`src/rtl/cr_timer_pkg.sv`:
```
package cr_timer_pkg;
  localparam int CNT_W  = 16;
  localparam int DATA_W = 8;
  localparam int ADDR_W = 3;
  localparam int PSC_W  = 3;

  localparam logic [ADDR_W-1:0] A_CTRL   = 3'd0;
  localparam logic [ADDR_W-1:0] A_STAT   = 3'd1;
  localparam logic [ADDR_W-1:0] A_CNT_LO = 3'd2;
  localparam logic [ADDR_W-1:0] A_CNT_HI = 3'd3;
  localparam logic [ADDR_W-1:0] A_RLD_LO = 3'd4;
  localparam logic [ADDR_W-1:0] A_RLD_HI = 3'd5;
  localparam logic [ADDR_W-1:0] A_CAP_LO = 3'd6;
  localparam logic [ADDR_W-1:0] A_CAP_HI = 3'd7;

  localparam logic [CNT_W-1:0] CNT_RESTART = CNT_W'(1);
  localparam logic [CNT_W-1:0] RLD_RESET   = '1;

  typedef enum logic [1:0] {
    IRQ_ALL   = 2'b00,
    IRQ_CAP   = 2'b01,
    IRQ_RLD   = 2'b10,
    IRQ_ALL_B = 2'b11
  } irq_sel_e;

  typedef struct packed {
    logic             spare;
    irq_sel_e         irq_sel;
    logic [PSC_W-1:0] psc;
    logic             fall;
    logic             en;
  } ctrl_t;
endpackage

```
`src/rtl/cr_prescaler.sv`:
```
module cr_prescaler #(
  parameter int PSC_W = 3
) (
  input  logic             clk_i,
  input  logic             rst_ni,
  input  logic             run_i,
  input  logic             clr_i,
  input  logic [PSC_W-1:0] sel_i,
  output logic             tick_o
);
  localparam int DIV_W = (1 << PSC_W) - 1;

  logic [DIV_W-1:0] div_q;
  logic [DIV_W-1:0] mask;

  always_comb mask = ~({DIV_W{1'b1}} << sel_i);

  assign tick_o = run_i && ((div_q & mask) == mask);

  always_ff @(posedge clk_i or negedge rst_ni) begin
    if (!rst_ni)                div_q <= '0;
    else if (!run_i || clr_i)   div_q <= '0;
    else                        div_q <= div_q + 1'b1;
  end

  AST_PSC_CLEAR: assert property (@(posedge clk_i) disable iff (!rst_ni)
    (clr_i && sel_i != '0) |=> (!tick_o || sel_i == '0));
endmodule

```
`src/rtl/cr_edge_det.sv`:
```
module cr_edge_det #(
  parameter int SYNC_STAGES = 2
) (
  input  logic clk_i,
  input  logic rst_ni,
  input  logic pin_i,
  input  logic fall_i,
  output logic evt_o
);
  logic [SYNC_STAGES-1:0] sync_q;
  logic                   prev_q;
  logic                   level;

  assign level = sync_q[SYNC_STAGES-1];

  generate
    if (SYNC_STAGES == 1) begin : g_one
      always_ff @(posedge clk_i or negedge rst_ni) begin
        if (!rst_ni) sync_q <= '0;
        else         sync_q <= pin_i;
      end
    end else begin : g_many
      always_ff @(posedge clk_i or negedge rst_ni) begin
        if (!rst_ni) sync_q <= '0;
        else         sync_q <= {sync_q[SYNC_STAGES-2:0], pin_i};
      end
    end
  endgenerate

  always_ff @(posedge clk_i or negedge rst_ni) begin
    if (!rst_ni) prev_q <= 1'b0;
    else         prev_q <= level;
  end

  assign evt_o = fall_i ? (prev_q && !level) : (!prev_q && level);

  AST_EVT_SINGLE: assert property (@(posedge clk_i) disable iff (!rst_ni)
    evt_o |=> !evt_o);
endmodule

```
`src/rtl/cr_core.sv`:
```
module cr_core
  import cr_timer_pkg::*;
(
  input  logic              clk_i,
  input  logic              rst_ni,
  input  logic              en_i,
  input  logic              tick_i,
  input  logic              cap_evt_i,
  input  logic [CNT_W-1:0]  reload_i,
  input  irq_sel_e          irq_sel_i,
  input  logic              cnt_we_lo_i,
  input  logic              cnt_we_hi_i,
  input  logic [DATA_W-1:0] wbyte_i,
  output logic [CNT_W-1:0]  count_o,
  output logic [CNT_W-1:0]  capture_o,
  output logic              flag_o,
  output logic              irq_o,
  output logic              restart_o
);
  logic [CNT_W-1:0] count_q, capture_q;
  logic             flag_q, irq_q;
  logic             cap_hit, rld_match, rld_hit;

  assign cap_hit   = en_i && cap_evt_i;
  assign rld_match = en_i && tick_i && (count_q == reload_i);
  assign rld_hit   = rld_match && !cap_hit;
  assign restart_o = cap_hit || rld_hit;

  always_ff @(posedge clk_i or negedge rst_ni) begin
    if (!rst_ni) begin
      count_q   <= CNT_RESTART;
      capture_q <= '0;
      flag_q    <= 1'b0;
      irq_q     <= 1'b0;
    end else begin
      irq_q <= 1'b0;
      if (cap_hit) begin
        capture_q <= count_q;
        count_q   <= CNT_RESTART;
        flag_q    <= 1'b1;
        irq_q     <= (irq_sel_i != IRQ_RLD);
      end else if (rld_hit) begin
        count_q <= CNT_RESTART;
        flag_q  <= 1'b0;
        irq_q   <= (irq_sel_i != IRQ_CAP);
      end else if (en_i) begin
        if (tick_i) count_q <= count_q + 1'b1;
      end else begin
        if (cnt_we_lo_i) count_q[DATA_W-1:0]     <= wbyte_i;
        if (cnt_we_hi_i) count_q[CNT_W-1:DATA_W] <= wbyte_i;
      end
    end
  end

  assign count_o   = count_q;
  assign capture_o = capture_q;
  assign flag_o    = flag_q;
  assign irq_o     = irq_q;

  AST_RESTART_ONE: assert property (@(posedge clk_i) disable iff (!rst_ni)
    restart_o |=> count_q == CNT_RESTART);
  AST_CAP_VALUE: assert property (@(posedge clk_i) disable iff (!rst_ni)
    cap_hit |=> (capture_q == $past(count_q)) && flag_q);
  AST_CAP_WINS: assert property (@(posedge clk_i) disable iff (!rst_ni)
    (cap_hit && rld_match) |=> flag_q);
  AST_MASK_CAP: assert property (@(posedge clk_i) disable iff (!rst_ni)
    (irq_q && $past(irq_sel_i) == IRQ_CAP) |-> flag_q);
  AST_MASK_RLD: assert property (@(posedge clk_i) disable iff (!rst_ni)
    (irq_q && $past(irq_sel_i) == IRQ_RLD) |-> !flag_q);
  AST_HOLD_OFF: assert property (@(posedge clk_i) disable iff (!rst_ni)
    (!en_i && !cnt_we_lo_i && !cnt_we_hi_i) |=> $stable(count_q));
endmodule

```
`src/rtl/cr_timer.sv`:
```
module cr_timer
  import cr_timer_pkg::*;
#(
  parameter int SYNC_STAGES = 2
) (
  input  logic              clk_i,
  input  logic              rst_ni,
  input  logic              we_i,
  input  logic [ADDR_W-1:0] addr_i,
  input  logic [DATA_W-1:0] wdata_i,
  output logic [DATA_W-1:0] rdata_o,
  input  logic              tin_i,
  output logic              irq_o
);
  ctrl_t            ctrl_q;
  logic [CNT_W-1:0] rld_q;
  logic [CNT_W-1:0] count, capture;
  logic             flag, tick, cap_evt, restart;
  logic             cnt_we_lo, cnt_we_hi;

  always_ff @(posedge clk_i or negedge rst_ni) begin
    if (!rst_ni) begin
      ctrl_q <= '0;
      rld_q  <= RLD_RESET;
    end else if (we_i) begin
      case (addr_i)
        A_CTRL:   ctrl_q <= ctrl_t'({1'b0, wdata_i[DATA_W-2:0]});
        A_RLD_LO: rld_q[DATA_W-1:0]     <= wdata_i;
        A_RLD_HI: rld_q[CNT_W-1:DATA_W] <= wdata_i;
        default: ;
      endcase
    end
  end

  assign cnt_we_lo = we_i && (addr_i == A_CNT_LO);
  assign cnt_we_hi = we_i && (addr_i == A_CNT_HI);

  cr_prescaler #(.PSC_W(PSC_W)) u_psc (
    .clk_i  (clk_i),
    .rst_ni (rst_ni),
    .run_i  (ctrl_q.en),
    .clr_i  (restart),
    .sel_i  (ctrl_q.psc),
    .tick_o (tick)
  );

  cr_edge_det #(.SYNC_STAGES(SYNC_STAGES)) u_edge (
    .clk_i  (clk_i),
    .rst_ni (rst_ni),
    .pin_i  (tin_i),
    .fall_i (ctrl_q.fall),
    .evt_o  (cap_evt)
  );

  cr_core u_core (
    .clk_i       (clk_i),
    .rst_ni      (rst_ni),
    .en_i        (ctrl_q.en),
    .tick_i      (tick),
    .cap_evt_i   (cap_evt),
    .reload_i    (rld_q),
    .irq_sel_i   (ctrl_q.irq_sel),
    .cnt_we_lo_i (cnt_we_lo),
    .cnt_we_hi_i (cnt_we_hi),
    .wbyte_i     (wdata_i),
    .count_o     (count),
    .capture_o   (capture),
    .flag_o      (flag),
    .irq_o       (irq_o),
    .restart_o   (restart)
  );

  always_comb begin
    case (addr_i)
      A_CTRL:   rdata_o = ctrl_q;
      A_STAT:   rdata_o = {{(DATA_W-1){1'b0}}, flag};
      A_CNT_LO: rdata_o = count[DATA_W-1:0];
      A_CNT_HI: rdata_o = count[CNT_W-1:DATA_W];
      A_RLD_LO: rdata_o = rld_q[DATA_W-1:0];
      A_RLD_HI: rdata_o = rld_q[CNT_W-1:DATA_W];
      A_CAP_LO: rdata_o = capture[DATA_W-1:0];
      default:  rdata_o = capture[CNT_W-1:DATA_W];
    endcase
  end

  AST_IRQ_NEEDS_EN: assert property (@(posedge clk_i) disable iff (!rst_ni)
    irq_o |-> $past(ctrl_q.en));
  AST_SPARE_ZERO: assert property (@(posedge clk_i) disable iff (!rst_ni)
    !ctrl_q.spare);
endmodule

```
`config.mk`:
```
export PLATFORM = sky130hd
export DESIGN_NAME = cr_timer
export DESIGN_NICKNAME = d
export VERILOG_FILES = /design/src/rtl/cr_timer_pkg.sv /design/src/rtl/cr_prescaler.sv /design/src/rtl/cr_edge_det.sv /design/src/rtl/cr_core.sv /design/src/rtl/cr_timer.sv
export SDC_FILE = /design/constraint.sdc
export NUM_CORES = 1
export LEC_CHECK = 0
export BUFFER_PORTS_ARGS = -buffer_cell sky130_fd_sc_hd__buf_2
export CELL_PAD_IN_SITES_DETAIL_PLACEMENT = 0
export CELL_PAD_IN_SITES_GLOBAL_PLACEMENT = 1
export CORE_UTILIZATION = 48
export CTS_CLUSTER_DIAMETER = 40
export DETAILED_ROUTE_END_ITERATION = 8
export GPL_TIMING_DRIVEN = 1
export PLACE_DENSITY = 0.77
export SLEW_MARGIN = 15
export SYNTH_ARGS = -nofsm -noshare
export SYNTH_HDL_FRONTEND = slang
export SYNTH_SLANG_ARGS = --single-unit
```
`constraint.sdc`:
```
create_clock -name clk_i -period 2.3 [get_ports clk_i]
set_input_delay 0.23 -clock clk_i [delete_from_list [all_inputs] [get_ports clk_i]]
set_output_delay 0.23 -clock clk_i [all_outputs]
set_load 0.03 [all_outputs]
```
==> reports/metrics.yaml, run 1 <==
run_status:
  status: "completed"
clock_network:
  clk_pin_slew_ns: 0.08
  htreeDepth: 3
  cts_tree: "done"
  cts.sinks: 67
  cts_made_buffers: 9
  clock_latency_ns: 0.36
  root_buffer: "clkbuf_8"
  cts.path.max_buffers: 2
synth:
  synth_simple_gate_area_frac: 0.1805
  netlist_area_sq_um: 3971
  synth_fa_ha_area_frac: 0.006301
  synth_compound_area_frac: 0.2004
  synth_ff_type: "dfrtp_1"
  netlist_instances: 407
  avgSynthCellArea_sq_um: 9.758
  ys_types: 67
  ys_ff_latch: 67
  yosysSeqAreaShare: 0.4275
  synth_edf_count: 0
  synth_top_family_by_area: "compound AO/OA/AOI/OAI gates"
  synth_warnings: 0
  synthArstFlopShare: 1.000
  synth_fp_nets: 424
  synth-xor-area-share: 0.04631
  muxShareOfSynthArea: 0.09168
sta:
  slew_viol_final: 0
  tightestPinTransition_ns: 0.5163
  setup_tns_ns: 0
  timing.fmax_mhz: 458.4
  hold_violations: 0
  slew_headroom: 0.6548
  skew_ns: 0.006172
  post-route-period-util: 0.9485
  setup_viol: 0
  layout_min_cycle_time_ns: 2.182
  rsz0062_at_grt: "no"
floorplanning:
  die_y_um: 92.96
  dieArea_sq_um: 8642
  die_w_um: 92.96
  initial_utilization: 0.5061
  core_area_sq_um: 7848
  row_count: 32
  ios: 24
pwr:
  pwr_density_cell_nw_per_um2: 1031
  ir_drop_v: 0.0005624
  p_leak_nw: 1.973
  finalPower_mw: 4.670
worst_setup_path:
  setup.worst_path.start_class: "flip-flop"
  slowest_delay_ns: 0.45
  required_ns: 2.07
  r2r_setup_slack_ns: 0.18
  crit_fanout: 4
  cp_slowest_cell: "dfrtp_2"
  reg2reg_depth: 6
  crit_buf_inv: 2
  crit_path_end_kind: "primary output"
  r2r_end: "u_core.count_o[10]"
  cp_top_family: "compound AO/OA/AOI/OAI gates"
  cp_cell_sequence: "buf_4 > o21ai_0 > o21ai_0 > a32o_1 > a221oi_2 > a21oi_1 > buf_2"
  cp_data_arrival_time_ns: 1.95
  critPathKind: "reg -> out"
  cpMostUsedCell: "o21ai_0"
  timing.rr.start: "u_core.count_o[10]"
global_routing:
  grt_pass1_vias: 3322
  grt-ovfl-total: 0
  grtUsageTotal: 0.2951
  grt_max_degree: 68
  grt_pass1_wl_mm: 18.80
  grt_antenna_before_repair: 0
placed_design:
  port_buffers: 23
  place_hpwl_mm: 8.594
  gp_congestion: 0.9046
job:
  max_cap_violations: 0
detailed_routing:
  drt_pre_antenna_iters: 5
  route.vias.total: 3373
  drtIter0Drc: 205
  drcViolationCount: 0
  wl_per_cell_um: 21.18
  vias_per_cell: 6.088
  route.antenna.remaining_nets: 0
  finalWirelength_mm: 11.73
hold_path:
  hp-class: "in -> reg"
  hp-start: "wdata_i[7]"
  hold_depth: 2
  min_to: "rld_q[15]"
finish:
  final_nets: 464
  antenna_cells: 0
  drive_gt1_frac: 0.3009
  post-route-util: 0.5773
  area_growth_pct: 14.08
[area by class of cell]
cell class | instances | area, sq um
fillers | 750 | 3317
multi-input cells | 303 | 2098
flip-flops and latches | 67 | 1699
repair buffers | 53 | 357.8
well taps | 102 | 127.6
clock buffers | 9 | 123.9
clock inverters | 7 | 75.07
inverters | 13 | 48.80
[layer usage]
layer  up-vias  GRT usage  share of wire
li1       1552          -              -
met1      1677     0.4259           0.47
met2       124     0.4528           0.46
met3        20    0.05747          0.059
met4         0    0.07692          0.017
met5         -          0              0
[worst register-to-register path, cell delays in order, from the launching register on]
cell     delay [ns]
dfrtp_1        0.50
xor2_1         0.22
nor4_4         0.36
nand4_2        0.20
o21ai_4        0.43
o22ai_1        0.12
a22o_1         0.19
[sequential cells by signal, indices dropped and copies added (netlist names)]
signal,count
u_edge.sync_q,2
u_core.count_o,16
u_core.flag_o,1
ctrl_q,7
u_edge.prev_q,1
rld_q,16
u_psc.div_q,7
u_core.irq_o,1
u_core.capture_o,16
[worst max path at each step]
stage,startpoint,endpoint,cells past startpoint
detailed placement,u_core.count_o[10],u_core.count_o[10],6
global placement,u_core.count_o[10],u_core.count_o[10],6
global route,u_core.count_o[13],rdata_o[5],7
floorplan,addr_i[0],rdata_o[0],6
finish,u_core.count_o[13],rdata_o[5],7
CTS,u_core.count_o[13],rdata_o[5],7
[cells in the mapped netlist, types with 3 or more instances]
library cell	number	area [sq um]
a32oi_1	3	26.28
o22ai_1	7	43.79
dfstp_2	17	446.7
and3_1	4	25.02
nand3_1	8	40.04
a21oi_1	13	65.06
dfrtp_1	50	1251
xnor2_1	4	35.03
a22o_1	6	52.55
nor2_1	31	116.4
nor3_1	4	20.02
nand4_1	3	18.77
mux2_2	23	259.0
inv_1	13	48.80
xor2_1	17	148.9
a31oi_1	7	43.79
o2bb2ai_1	7	61.31
mux2i_1	6	60.06
o21ai_0	27	135.1
buf_6	4	45.04
buf_2	6	30.03
o21ai_1	4	20.02
clkbuf_1	11	41.29
nand2_1	61	229.0
a211oi_1	6	45.04
nor2b_1	9	56.30
nor4_4	3	63.81
[where the power goes]
group	leakage, nW	switching [mW]	internal [mW]
logic	1.05	1.00	0.704
clock network	0.104	0.512	0.508
registers	0.818	0.373	1.57
[cells by family after synthesis]
group	Yosys count
buffers and inverters	37
AO/OA/AOI/OAI	110
AND/OR/NAND/NOR	139
XOR/XNOR	21
adder cells (fa/ha/maj)	2
flip-flops	67
multiplexers	31
[layout by cell type (no fill, tap or decap), types with 7 or more instances in the layout]
master      n
nor2_1     31
nand3_1     8
dfstp_2    17
buf_2      23
buf_4      27
o22ai_1     7
mux2_2     23
o2bb2ai_1   7
xor2_1     17
nor2b_1     9
nand2_1    61
a21oi_1    13
dfrtp_1    49
inv_1      13
clkbuf_8    9
o21ai_0    27
[per-stage QoR]
step	worst slack (ns)	instances	hold slack, ns	instance area (sq um)
6_report	0.1184	554	0.1809	4531
5_1_grt	0.04261	554	0.1887	4531
4_1_cts	0.02502	551	0.1791	4502
3_5_place_dp	0.2319	533	0.2826	4282
3_3_place_gp	0.2196	533	0.2817	4282
2_1_floorplan	0.4946	407	-0.06559	3971
[what timing repair did]
action,CTS,global route
gates cloned,0,0
hold buffers,2,0
endpoints found under the setup margin,1,1
gates resized for setup,1,1
setup buffers,0,3
hold endpoints to repair,51,0
Note: power is estimated with default switching activity, not from simulation.
==> inputs of run 2 (changes only) <==
--- a/config.mk
+++ b/config.mk
@@ -8,12 +8,13 @@
 export BUFFER_PORTS_ARGS = -buffer_cell sky130_fd_sc_hd__buf_2
 export CELL_PAD_IN_SITES_DETAIL_PLACEMENT = 0
 export CELL_PAD_IN_SITES_GLOBAL_PLACEMENT = 1
-export CORE_UTILIZATION = 48
+export CORE_UTILIZATION = 43
 export CTS_CLUSTER_DIAMETER = 40
 export DETAILED_ROUTE_END_ITERATION = 8
 export GPL_TIMING_DRIVEN = 1
-export PLACE_DENSITY = 0.77
+export PLACE_DENSITY = 0.73
 export SLEW_MARGIN = 15
 export SYNTH_ARGS = -nofsm -noshare
 export SYNTH_HDL_FRONTEND = slang
 export SYNTH_SLANG_ARGS = --single-unit
+export TNS_END_PERCENT = 30
==> constraint.sdc (replaced) <==
create_clock -name clk_i -period 1.95 [get_ports clk_i]
set_input_delay 0.195 -clock clk_i [delete_from_list [all_inputs] [get_ports clk_i]]
set_output_delay 0.195 -clock clk_i [all_outputs]
set_load 0.03 [all_outputs]
==> run 2 against run 1 <==
  * The run now ends with DRC, setup timing left
  * Clock skew rose by 0.0078 ns
  * Clock power grew 18%
  * Clock-buffer cell count is 2 higher
  * Sequential power up 16%
  * Via count hardly changed
  * Combinational power increased by 45%
  * Total power increased by 27%
  * Register-to-register slack lost 0.20 ns
  * Setup slack got worse by 0.14 ns
  * First-iteration DRC count is 25% higher
==> reports/metrics.yaml, run 2 (synthesis gave the netlist of run 1 again) <==
placed_design:
  preCtsSetupSlack_ns: -0.03736
  gp_congestion: 0.9283
  dp.cells: 558
  port_buffers: 23
  dpl_cell_area_sq_um: 4432
  place_hpwl_mm: 9.332
detailed_routing:
  route.antenna.remaining_nets: 0
  finalWirelength_mm: 12.32
  vias_per_cell: 5.735
  wl_per_cell_um: 20.95
  drtIter0Drc: 257
  route.vias.total: 3372
  drcViolationCount: 4
  drt_pre_antenna_iters: 7
sta:
  layout_min_cycle_time_ns: 1.972
  timing.fmax_mhz: 507.1
  skew_ns: 0.01395
  rsz0062_at_grt: "yes"
  holdWs_ns: 0.1249
  slew_headroom: 0.6765
  tightestPinTransition_ns: 0.4852
  hold_violations: 0
  slew_viol_final: 0
  final.setup.worst_slack_ns: -0.02208
  post-route-period-util: 1.011
  setup_tns_ns: -0.06393
  setup_viol: 6
floorplanning:
  ios: 24
  die_y_um: 98.10
  row_count: 34
  dieArea_sq_um: 9624
  die_w_um: 98.10
  initial_utilization: 0.4488
  core_area_sq_um: 8848
worst_setup_path:
  cp_slowest_cell: "dfstp_2"
  crit_path_end_kind: "flip-flop"
  setup.worst_path.start_class: "flip-flop"
  cp_top_family: "simple AND/OR/NAND/NOR gates"
  cp_data_arrival_time_ns: 2.19
  required_ns: 2.17
  cp_cell_sequence: "xor2_1 > nor4_4 > and4_4 > a31oi_4 > nand2_4 > o22ai_1"
  crit_fanout: 6
  slowest_delay_ns: 0.55
  critPathKind: "reg -> reg"
  crit_buf_inv: 0
run_status:
  status: "finished with violations"
  violations: "DRC, setup timing"
pwr:
  p_leak_nw: 2.178
  finalPower_mw: 5.933
  pwr_density_cell_nw_per_um2: 1206
  ir_drop_v: 0.0008894
clock_network:
  clk_pin_slew_ns: 0.08
  root_buffer: "clkbuf_8"
  clock_latency_ns: 0.35
  cts.path.max_buffers: 2
  cts_made_buffers: 9
  cts.sinks: 67
  htreeDepth: 3
  cts_tree: "done"
finish:
  final_common_cell: "nand2_1"
  drive_gt1_frac: 0.3833
  final_area_sq_um: 4921
  final_cell_mix: "61 x nand2_1, 55 x buf_4, 49 x dfrtp_1"
  antenna_cells: 0
  area_growth_pct: 23.91
  final_nets: 492
  post-route-util: 0.5561
  stdcell_count: 588
global_routing:
  grtUsageTotal: 0.2731
  grt-ovfl-total: 0
  grt_pass1_vias: 3400
  grt_max_degree: 49
  grt_pass1_wl_mm: 19.40
  grt_antenna_before_repair: 0
hold_path:
  hp-class: "in -> reg"
job:
  max_cap_violations: 0
[run 2: final timing paths]
path                                            end  slack (ns)  cells after the start             start
worst max register to register    u_core.count_o[6]       -0.02                      6         rld_q[11]
worst min-delay path                      ctrl_q[6]        0.12                      2        wdata_i[6]
worst min register to register     u_edge.sync_q[1]        0.35                      0  u_edge.sync_q[0]
max in group asynchronous                  rld_q[4]        0.92                      3            rst_ni
worst max-delay path              u_core.count_o[6]       -0.02                      6         rld_q[11]
min in group asynchronous       u_core.capture_o[7]        0.34                      2            rst_ni
[run 2: area by class of cell]
class / instances / area [sq um]
clock inverter: 5 / 53.80
tap: 108 / 135.1
multi-input combinational: 303 / 2235
sequential: 67 / 1699
inverter: 13 / 48.80
clock buffer: 11 / 141.4
timing repair buffer: 81 / 608.1
fill: 805 / 3928
[run 2: report_power, final]
group          total [mW]  switching (mW)  leakage [nW]  internal (mW)
Combinational        2.48            1.39          1.26           1.09
Clock                1.20           0.573         0.103          0.623
Sequential           2.26           0.404         0.818           1.85
Total                5.93            2.37          2.18           3.57
[run 2: repair_timing]
item / in CTS / in global routing
hold endpoints to repair: 20 / 0
setup buffers: 11 / 1
endpoints found under the setup margin: 18 / 30
resized for setup: 10 / 34
pin swaps: 3 / 15
hold buffers: 2 / 0
[run 2: layer usage]
layer  global-route usage  up-vias  wire, um
met5                    0        -         0
met2               0.4150      112      5641
li1                     -     1607         -
met1               0.3937     1639      5824
met4              0.08275        0       197
met3              0.05297       14       657
[run 2: worst reg2reg max path: cells and delay by family (launching register included)]
kind | cells | cell delay (ns)
flip-flops | 1 | 0.55
AND/OR/NAND/NOR | 3 | 0.91
AO/OA/AOI/OAI | 2 | 0.28
XOR/XNOR | 1 | 0.10
==> inputs of run 3 (changes only) <==
--- a/config.mk
+++ b/config.mk
@@ -5,9 +5,11 @@
 export SDC_FILE = /design/constraint.sdc
 export NUM_CORES = 1
 export LEC_CHECK = 0
+export ABC_CLOCK_PERIOD_IN_PS = 1950
 export BUFFER_PORTS_ARGS = -buffer_cell sky130_fd_sc_hd__buf_2
 export CELL_PAD_IN_SITES_DETAIL_PLACEMENT = 0
 export CELL_PAD_IN_SITES_GLOBAL_PLACEMENT = 1
+export CORE_ASPECT_RATIO = 0.75
 export CORE_UTILIZATION = 43
 export CTS_CLUSTER_DIAMETER = 40
 export DETAILED_ROUTE_END_ITERATION = 8
==> run 3 against run 2 <==
  * The flow finishes with violations (setup timing)
  * Die area about the same
  * Hold slack improved by 0.020 ns
  * Clock-buffer cell count decreased by 1
  * Cell count increased by 0.85%
  * Clock skew decreased by 0.0081 ns
  * Total power increased by 9.3%
  * Via count increased by 3.1%
  * First-iteration DRC count decreased by 12%
  * Combinational power increased by 4%
  * Largest power group unchanged
==> reports/metrics.yaml, run 3 (synthesis gave the netlist of run 1 again) <==
run_status:
  status: "finished with violations"
  violations: "setup timing"
sta:
  setup_viol: 7
  slew_viol_final: 0
  slew_headroom: 0.7018
  final.setup.worst_slack_ns: -0.02669
  timing.fmax_mhz: 505.9
  hold_violations: 0
  setup_tns_ns: -0.1126
  post-route-period-util: 1.014
  skew_ns: 0.005862
  rsz0062_at_grt: "yes"
  layout_min_cycle_time_ns: 1.977
  tightestPinTransition_ns: 0.4464
floorplanning:
  row_count: 29
  dieArea_sq_um: 9628
  ios: 24
  initial_utilization: 0.4560
  core_area_sq_um: 8708
  die_w_um: 113.0
  die_y_um: 85.23
placed_design:
  port_buffers: 23
  gp_congestion: 0.9387
  place_hpwl_mm: 9.196
global_routing:
  grtUsageTotal: 0.2771
  grt_pass1_vias: 3456
  grt_pass1_wl_mm: 19.58
  grt_antenna_before_repair: 0
  grt-ovfl-total: 0
  grt_max_degree: 68
worst_setup_path:
  crit_path_end_kind: "flip-flop"
  crit_start: "rld_q[7]"
  r2r_end: "u_core.count_o[9]"
  setup.worst_path.start_class: "flip-flop"
  critPathKind: "reg -> reg"
  timing.rr.start: "rld_q[7]"
  crit_fanout: 7
  r2r_setup_slack_ns: -0.03
  required_ns: 2.15
  cp_data_arrival_time_ns: 2.18
  reg2reg_depth: 6
hold_path:
  hold_depth: 2
  hp-class: "in -> reg"
  hp-start: "wdata_i[6]"
  min_to: "rld_q[14]"
finish:
  post-route-util: 0.5843
  final_common_cell: "nand2_1"
  final_nets: 497
  drive_gt1_frac: 0.3814
  antenna_cells: 0
  final_cell_mix: "61 x nand2_1, 59 x buf_4, 49 x dfrtp_1"
  area_growth_pct: 28.13
pwr:
  finalPower_mw: 6.487
  pwr_density_cell_nw_per_um2: 1275
  ir_drop_v: 0.0007728
  p_leak_nw: 2.240
clock_network:
  root_buffer: "clkbuf_16"
  cts_made_buffers: 9
  clk_pin_slew_ns: 0.06
  cts.path.max_buffers: 2
  htreeDepth: 3
  clock_latency_ns: 0.34
  cts_tree: "done"
  cts.sinks: 67
detailed_routing:
  drcViolationCount: 0
  drtIter0Drc: 226
  finalWirelength_mm: 12.45
  route.antenna.remaining_nets: 0
  wl_per_cell_um: 20.99
  vias_per_cell: 5.865
  route.vias.total: 3478
  drt_pre_antenna_iters: 5
job:
  max_cap_violations: 0
run 3: cell types whose count changed in the layout (fill, tap and decap cells not counted), moves of 4 or more:
cell and change:
clkbuf_16 +9, xor2_1 -4, clkbuf_8 -10, xor2_2 +4, buf_4 +4
run 3: worst max path at each step:
stage          depth (start not counted)  slack [ns]                 end
6_report                               6       -0.03   u_core.count_o[9]
3_3_place_gp                           6       -0.08  u_core.count_o[11]
2_1_floorplan                          8        0.20  u_core.count_o[14]
3_5_place_dp                           6       -0.09  u_core.count_o[11]
5_1_grt                                7       -0.09   u_core.count_o[1]
4_1_cts                                7       -0.03          rdata_o[5]
run 3: power breakdown:
group | internal (mW) | switching, mW
Combinational | 1.11 | 1.45
Clock | 1.11 | 0.609
Sequential | 1.86 | 0.347
Total | 4.08 | 2.41
run 3: timing repair:
item | 4_1_cts | 5_1_grt
hold buffers | 2 | 0
endpoints found under the hold margin | 51 | 0
cloned | 1 | 0
setup buffers | 2 | 6
setup endpoints to repair | 25 | 29
pin swaps | 9 | 12
resized for setup | 15 | 26
run 3: final cells by class:
type | count | area (sq um)
fillers | 749 | 3620
multi-input cells | 304 | 2250
well taps | 108 | 135.1
inverters | 13 | 48.80
repair buffers | 85 | 646.9
clock buffers | 10 | 229.0
flip-flops and latches | 67 | 1699
clock inverters | 6 | 80.08
run 3: worst max-delay path: stages (launching register included):
cell and delay (ns):
dfstp_2 0.56, xor2_2 0.09, nor4_4 0.42, and4_4 0.34, a21boi_4 0.10, a311oi_2 0.24, a21oi_2 0.08
run 3: metal layers:
layer,part of all wire,track usage
met3,0.067,0.05929
met2,0.44,0.4119
met4,0.013,0.08493
met5,0,0
met1,0.48,0.4052
run 3: per-stage QoR:
step	instance area, sq um	setup slack, ns	cells	hold slack [ns]
after floorplan	3971	0.1987	407	-0.1006
after global placement	4539	-0.08094	569	0.2538
after detailed placement	4539	-0.08967	569	0.2510
after CTS	4946	-0.02923	589	0.1458
after global routing	5089	-0.08955	593	0.1653
final	5089	-0.02669	593	0.1453
